**src/rtl/rstwu_pkg.sv**
```systemverilog
package rstwu_pkg;

  typedef enum logic [1:0] {
    ST_RESET   = 2'd0,
    ST_WU_LOAD = 2'd1,
    ST_WU_WAIT = 2'd2,
    ST_RUN     = 2'd3
  } seq_state_e;

  localparam logic [15:0] VEC_LO_ADDR = 16'hFFFE;
  localparam logic [15:0] VEC_HI_ADDR = 16'hFFFF;

  // Address of load item: trims first, then vector low, then vector high.
  function automatic logic [15:0] item_addr(input int unsigned item,
                                            input int unsigned n_trim,
                                            input logic [15:0] base);
    if (item < n_trim) return base + 16'(item);
    else if (item == n_trim) return VEC_LO_ADDR;
    else return VEC_HI_ADDR;
  endfunction

  function automatic logic wu_reached(input logic [31:0] cnt, input logic [31:0] len);
    return cnt >= len;
  endfunction

  function automatic logic [15:0] join_vector(input logic [7:0] lo, input logic [7:0] hi);
    return {hi, lo};
  endfunction

endpackage

```
**src/rtl/rstwu_sync.sv**
```systemverilog
module rstwu_sync #(
  parameter int STAGES = 2
) (
  input  logic clk,
  input  logic arst_n,
  output logic srst_n
);
  logic [STAGES-1:0] chain;

  generate
    if (STAGES == 1) begin : g_single
      always_ff @(posedge clk or negedge arst_n) begin
        if (!arst_n) chain <= '0;
        else         chain <= 1'b1;
      end
    end else begin : g_multi
      always_ff @(posedge clk or negedge arst_n) begin
        if (!arst_n) chain <= '0;
        else         chain <= {chain[STAGES-2:0], 1'b1};
      end
    end
  endgenerate

  assign srst_n = chain[STAGES-1];
endmodule

```
**src/rtl/rstwu_wu_timer.sv**
```systemverilog
module rstwu_wu_timer #(
  parameter int CNT_W = 16
) (
  input  logic             clk,
  input  logic             rst_n,
  input  logic             count_en,
  input  logic [CNT_W-1:0] wu_len,
  output logic             expired
);
  import rstwu_pkg::*;

  localparam logic [CNT_W-1:0] CNT_MAX = '1;

  logic [CNT_W-1:0] cnt;
  logic             at_max;

  assign at_max = (cnt == CNT_MAX);

  always_ff @(posedge clk or negedge rst_n) begin
    if (!rst_n)                  cnt <= '0;
    else if (!count_en)          cnt <= '0;
    else if (!at_max)            cnt <= cnt + 1'b1;
  end

  assign expired = wu_reached(32'(cnt), 32'(wu_len));

  // warm-up counter advances by exactly one each enabled cycle
  a_r3_count_step: assert property (@(posedge clk) disable iff (!rst_n)
    (count_en && !at_max) |=> (cnt == $past(cnt) + 1'b1));

endmodule

```
**src/rtl/rstwu_loader.sv**
```systemverilog
module rstwu_loader #(
  parameter int          N_TRIM    = 4,
  parameter int          DW        = 8,
  parameter logic [15:0] TRIM_BASE = 16'h0F40,
  parameter int          IDX_W     = 2
) (
  input  logic             clk,
  input  logic             rst_n,
  input  logic             start,
  output logic             nvm_rd,
  output logic [15:0]      nvm_addr,
  input  logic [DW-1:0]    nvm_rdata,
  input  logic             nvm_ack,
  output logic             trim_we,
  output logic [IDX_W-1:0] trim_idx,
  output logic [DW-1:0]    trim_data,
  output logic [15:0]      vector,
  output logic             done
);
  import rstwu_pkg::*;

  localparam int N_ITEMS = N_TRIM + 2;
  localparam int ITEM_W  = $clog2(N_ITEMS + 1);
  localparam logic [ITEM_W-1:0] LAST_TRIM = ITEM_W'(N_TRIM);
  localparam logic [ITEM_W-1:0] ITEM_LO   = ITEM_W'(N_TRIM);
  localparam logic [ITEM_W-1:0] ITEM_HI   = ITEM_W'(N_TRIM + 1);
  localparam logic [ITEM_W-1:0] ITEM_END  = ITEM_W'(N_ITEMS);

  logic [ITEM_W-1:0] item;
  logic [7:0]        vec_lo, vec_hi;
  logic              capture;

  assign done     = (item == ITEM_END);
  assign nvm_rd   = start && !done;
  assign nvm_addr = item_addr(32'(item), N_TRIM, TRIM_BASE);
  assign capture  = nvm_rd && nvm_ack;

  always_ff @(posedge clk or negedge rst_n) begin
    if (!rst_n) begin
      item      <= '0;
      trim_we   <= 1'b0;
      trim_idx  <= '0;
      trim_data <= '0;
      vec_lo    <= '0;
      vec_hi    <= '0;
    end else begin
      trim_we <= capture && (item < LAST_TRIM);
      if (capture) begin
        item <= item + 1'b1;
        if (item < LAST_TRIM) begin
          trim_idx  <= IDX_W'(item);
          trim_data <= nvm_rdata;
        end
        if (item == ITEM_LO) vec_lo <= nvm_rdata[7:0];
        if (item == ITEM_HI) vec_hi <= nvm_rdata[7:0];
      end
    end
  end

  assign vector = join_vector(vec_lo, vec_hi);

  // a pending read keeps its request and address until acknowledged
  a_r9_hold_until_ack: assert property (@(posedge clk) disable iff (!rst_n)
    (nvm_rd && !nvm_ack && start) |=> (nvm_rd && $stable(nvm_addr)));

  // every trim strobe names an existing trim register
  a_r4_idx_range: assert property (@(posedge clk) disable iff (!rst_n)
    trim_we |-> (32'(trim_idx) < N_TRIM));

endmodule

```
**src/rtl/rstwu_seq.sv**
```systemverilog
module rstwu_seq #(
  parameter int          N_TRIM    = 4,
  parameter int          DW        = 8,
  parameter int          CNT_W     = 16,
  parameter int          SYNC_STG  = 2,
  parameter logic [15:0] TRIM_BASE = 16'h0F40,
  parameter int          IDX_W     = (N_TRIM > 1) ? $clog2(N_TRIM) : 1
) (
  input  logic             clk,
  input  logic             por_n,
  input  logic             ext_rst_n,
  input  logic             int_rst,
  input  logic [CNT_W-1:0] wu_len,
  output logic             nvm_rd,
  output logic [15:0]      nvm_addr,
  input  logic [DW-1:0]    nvm_rdata,
  input  logic             nvm_ack,
  output logic             trim_we,
  output logic [IDX_W-1:0] trim_idx,
  output logic [DW-1:0]    trim_data,
  output logic             cpu_rst_n,
  output logic [15:0]      rst_vector
);
  import rstwu_pkg::*;

  logic       arst_n;
  logic       rst_sync_n;
  seq_state_e state, state_nx;
  logic       load_start;
  logic       load_done;
  logic       wu_expired;
  logic       wu_count_en;
  logic       in_run;

  // Any source asserts reset asynchronously.
  assign arst_n = por_n & ext_rst_n & ~int_rst;

  rstwu_sync #(.STAGES(SYNC_STG)) sync_i (
    .clk    (clk),
    .arst_n (arst_n),
    .srst_n (rst_sync_n)
  );

  assign wu_count_en = (state == ST_WU_LOAD) || (state == ST_WU_WAIT);
  assign load_start  = (state != ST_RESET);
  assign in_run      = (state == ST_RUN);

  rstwu_wu_timer #(.CNT_W(CNT_W)) timer_i (
    .clk      (clk),
    .rst_n    (rst_sync_n),
    .count_en (wu_count_en),
    .wu_len   (wu_len),
    .expired  (wu_expired)
  );

  rstwu_loader #(
    .N_TRIM    (N_TRIM),
    .DW        (DW),
    .TRIM_BASE (TRIM_BASE),
    .IDX_W     (IDX_W)
  ) loader_i (
    .clk       (clk),
    .rst_n     (rst_sync_n),
    .start     (load_start),
    .nvm_rd    (nvm_rd),
    .nvm_addr  (nvm_addr),
    .nvm_rdata (nvm_rdata),
    .nvm_ack   (nvm_ack),
    .trim_we   (trim_we),
    .trim_idx  (trim_idx),
    .trim_data (trim_data),
    .vector    (rst_vector),
    .done      (load_done)
  );

  always_comb begin
    state_nx = state;
    unique case (state)
      ST_RESET:   state_nx = ST_WU_LOAD;
      ST_WU_LOAD: if (load_done) state_nx = wu_expired ? ST_RUN : ST_WU_WAIT;
      ST_WU_WAIT: if (wu_expired) state_nx = ST_RUN;
      ST_RUN:     state_nx = ST_RUN;
      default:    state_nx = ST_RESET;
    endcase
  end

  always_ff @(posedge clk or negedge rst_sync_n) begin
    if (!rst_sync_n) state <= ST_RESET;
    else             state <= state_nx;
  end

  assign cpu_rst_n = in_run;

  // run state is left only through reset
  a_r8_run_sticky: assert property (@(posedge clk) disable iff (!rst_sync_n)
    in_run |=> in_run);

  // release requires both a finished load and an expired counter
  a_r6_release_gate: assert property (@(posedge clk) disable iff (!rst_sync_n)
    $rose(in_run) |-> ($past(load_done) && $past(wu_expired)));

  // nothing reaches NVM or trim registers from the reset state
  a_r2_quiet_in_reset: assert property (@(posedge clk) disable iff (!rst_sync_n)
    (state == ST_RESET) |-> (!nvm_rd && !trim_we && !cpu_rst_n));

endmodule

```
**config.mk**
```make
export PLATFORM = sky130hd
export DESIGN_NAME = rstwu_seq
export DESIGN_NICKNAME = d
export VERILOG_FILES = /design/src/rtl/rstwu_pkg.sv /design/src/rtl/rstwu_sync.sv /design/src/rtl/rstwu_wu_timer.sv /design/src/rtl/rstwu_loader.sv /design/src/rtl/rstwu_seq.sv
export SDC_FILE = /design/constraint.sdc
export NUM_CORES = 1
export LEC_CHECK = 0
export BUFFER_PORTS_ARGS = -buffer_cell sky130_fd_sc_hd__buf_2
export CAP_MARGIN = 20
export CORE_ASPECT_RATIO = 1.4
export CORE_MARGIN = 1.5
export CORE_UTILIZATION = 39
export DETAILED_ROUTE_END_ITERATION = 8
export GPL_ROUTABILITY_DRIVEN = 0
export PLACE_DENSITY = 0.58
export SLEW_MARGIN = 20
export SYNTH_ARGS = -nofsm -noshare
export SYNTH_HDL_FRONTEND = slang
export SYNTH_SLANG_ARGS = --single-unit
```
**constraint.sdc**
```tcl
create_clock -name clk -period 3.4 [get_ports clk]
set_input_delay 0.17 -clock clk [delete_from_list [all_inputs] [get_ports clk]]
set_output_delay 0.17 -clock clk [all_outputs]
set_load 0.005 [all_outputs]
```
==> impl_metrics.py <==
metrics = {
    "layout": {
        "final_core_util_pct": 46.76,
        "drive_above_1_share_pct": 37.06,
        "layout_commonest_cell": "buf_2",
        "final_cell_mix": "buf_2, dfrtp_1, inv_1, ha_1",
        "synthToLayoutAreaGrowth_pct": 15.80,
        "n_antenna_cell": 0,
        "final_nets": 366,
    },
    "logic_synthesis": {
        "syn_avg_cell_area_um2": 11.37,
        "synth-seq-area-share_pct": 44.39,
        "ys_warn_count": 0,
        "synth_ff_type": "dfrtp_1",
        "ys_seq_elements": 50,
        "synth_edf_count": 0,
        "synthCells": 248,
        "synth_cell_types": 44,
        "synth_area_um2": 2819,
        "async_reset_ff_share_pct": 100.0,
    },
    "grt": {
        "grt_pass1_vias": 1911,
        "antenna_found_initial": 0,
        "grt_max_degree": 49,
        "grt_pass1_wl_mm": 9.259,
        "grt-ovfl-total": 0,
        "track_usage_pct": 15.42,
    },
    "critical_path": {
        "worst-endpoint-required_ns": 3.61,
        "r2r_slack_ns": 1.30,
        "arrival_ns": 2.31,
        "crit_start": "loader_i.item[2]",
        "worstSetupPathType": "reg -> reg",
        "startpoint_type": "flip-flop",
        "r2r-start": "loader_i.item[2]",
        "cp-endpoint": "loader_i.trim_data[3]",
        "r2r.worst_path.cells": 5,
        "end_kind": "flip-flop",
        "reg2reg_to": "loader_i.trim_data[3]",
        "cp_max_fo": 16,
    },
    "floorplanning": {
        "ioPinCount": 74,
        "core_um2": 6982,
        "die_x_um": 74.86,
        "die_h_um": 103.6,
        "die_area_um2": 7755,
        "start_util_pct": 40.38,
        "rows": 36,
    },
    "placement": {
        "io_buffers": 68,
        "hpwl_mm": 4.154,
        "place_ws_ns": 1.251,
    },
    "job": {
        "maxCapViolations": 0,
    },
    "clock_network": {
        "clock_path_buffers": 2,
        "insertion_delay_ns": 0.31,
        "clock_sinks": 50,
        "tritoncts": "built",
        "htreeDepth": 2,
        "clk_pin_slew_ns": 0.10,
        "clock-root-buffer": "clkbuf_8",
        "numCtsBuffers": 5,
    },
    "timing": {
        "finalCritPeriodShare_pct": 61.87,
        "final_hold_viol_count": 0,
        "fmax_mhz": 475.4,
        "setup_viol": 0,
        "hold_ws_ns": 0.1066,
        "setup_ws_ns": 1.297,
        "tightest_slew_ns": 0.6067,
        "fin_crit_ns": 2.103,
        "relSlewSlack_pct": 59.55,
        "grt_setup_unrepaired": "false",
        "clock_skew_ns": 0.01453,
        "slew_violations": 0,
        "setup_tns_ns": 0,
    },
    "detailed_routing": {
        "routed_wl_mm": 5.443,
        "drt.antenna.violating_nets": 0,
        "wl_per_cell_um": 13.34,
        "dr.pass1.iters": 4,
        "drtIter0Drc": 29,
        "vias": 1953,
        "drc": 0,
        "vias_per_cell": 4.787,
    },
    "power": {
        "peakVddDrop_mv": 0.2532,
        "leakagePower_nw": 1.634,
        "powerDensity_nw_per_um2": 600.2,
    },
    "outcome": {
        "status": "finished, final reports clean",
    },
    "worst_hold_path": {
        "min_path_type": "in -> reg",
    },
}
==> report_power, final <==
group | internal, mW | switching [mW] | leakage (nW)
registers | 0.776 | 0.134 | 0.623
clock network | 0.152 | 0.212 | 0.0491
logic | 0.418 | 0.268 | 0.962
total | 1.35 | 0.614 | 1.63
==> flip-flops by register name (all words and copies together), names as in the netlist <==
signal              cells
loader_i.trim_idx       2
loader_i.item           3
loader_i.trim_we        1
state                   2
timer_i.cnt            16
sync_i.chain            2
loader_i.trim_data      8
loader_i.vec_lo         8
loader_i.vec_hi         8
==> worst min-delay path by stage <==
stage / from / endpoint / depth (start not counted)
after floorplan: int_rst / sync_i.chain[0] / 1
after global placement: int_rst / sync_i.chain[0] / 2
after detailed placement: int_rst / sync_i.chain[0] / 2
after CTS: nvm_rdata[4] / loader_i.trim_data[4] / 2
after global routing: nvm_rdata[5] / loader_i.trim_data[5] / 2
final: nvm_rdata[0] / loader_i.trim_data[0] / 2
==> metrics by stage <==
stage | instance area [um^2] | std cells | power [mW]
floorplan | 2838 | 253 | 1.417
global route | 3264 | 408 | 2.126
detailed placement | 3147 | 398 | 1.626
CTS | 3262 | 408 | 1.997
global placement | 3147 | 398 | 1.606
finish | 3264 | 408 | 1.959
==> final cells by class <==
| type | instances | area, um^2 |
|---|---|---|
| tap | 95 | 118.9 |
| fill | 667 | 3717 |
| timing repair buffer | 70 | 360.3 |
| multi-input combinational | 160 | 1341 |
| clock buffer | 5 | 68.82 |
| clock inverter | 3 | 26.28 |
| inverter | 25 | 93.84 |
| sequential | 50 | 1255 |
==> layer usage <==
metal	vias to the layer above	global-route usage [%]	part of all wire, %
met5	-	0	0
met4	0	5.584	2.1
met3	10	2.335	3.3
li1	961	-	-
met2	51	27.18	53
met1	931	18.22	42
==> synthesized netlist by cell type, types with 2 or more instances <==
cell type / count / area [um^2]
ha_1: 25 / 312.8
nand3_4: 2 / 35.03
a31oi_1: 2 / 12.51
o211a_1: 2 / 20.02
nand4_1: 4 / 25.02
mux2i_1: 2 / 20.02
buf_4: 14 / 105.1
a21oi_1: 7 / 35.03
dfrtp_1: 50 / 1251
and3_1: 2 / 12.51
mux2_4: 9 / 135.1
mux2_2: 17 / 191.4
xor2_1: 2 / 17.52
o21ai_0: 6 / 30.03
buf_6: 2 / 22.52
nand3_1: 6 / 30.03
xnor2_1: 9 / 78.83
nor2_1: 17 / 63.81
nand2_1: 11 / 41.29
nor3b_1: 3 / 22.52
o211ai_1: 2 / 15.01
inv_1: 25 / 93.84
and2_4: 2 / 17.52
nor3_1: 7 / 35.03
==> logic make-up after synthesis <==
family / count (synthesis) / synth area share, %
AO/OA/AOI/OAI: 25 / 5.859
XOR/XNOR: 11 / 3.418
adder cells (fa/ha/maj): 25 / 11.10
buffers and inverters: 43 / 8.699
flip-flops: 50 / 44.39
multiplexers: 28 / 12.29
other: 1 / 0.1330
AND/OR/NAND/NOR: 65 / 14.11
==> worst max-delay path, cell delays in order (launching register included) <==
cell     delay (ns)
dfrtp_1        0.60
and2_4         0.29
nor2_2         0.09
and2_4         0.22
nor2b_4        0.43
mux2_2         0.38
==> timing repair <==
action                                  in CTS  in global routing
hold endpoints to repair                     2                  0
endpoints found under the setup margin       0                  0
setup buffers                                0                  0
resized for setup                            0                  0
hold buffers                                 2                  0
Power figures use the tool's default switching activity.
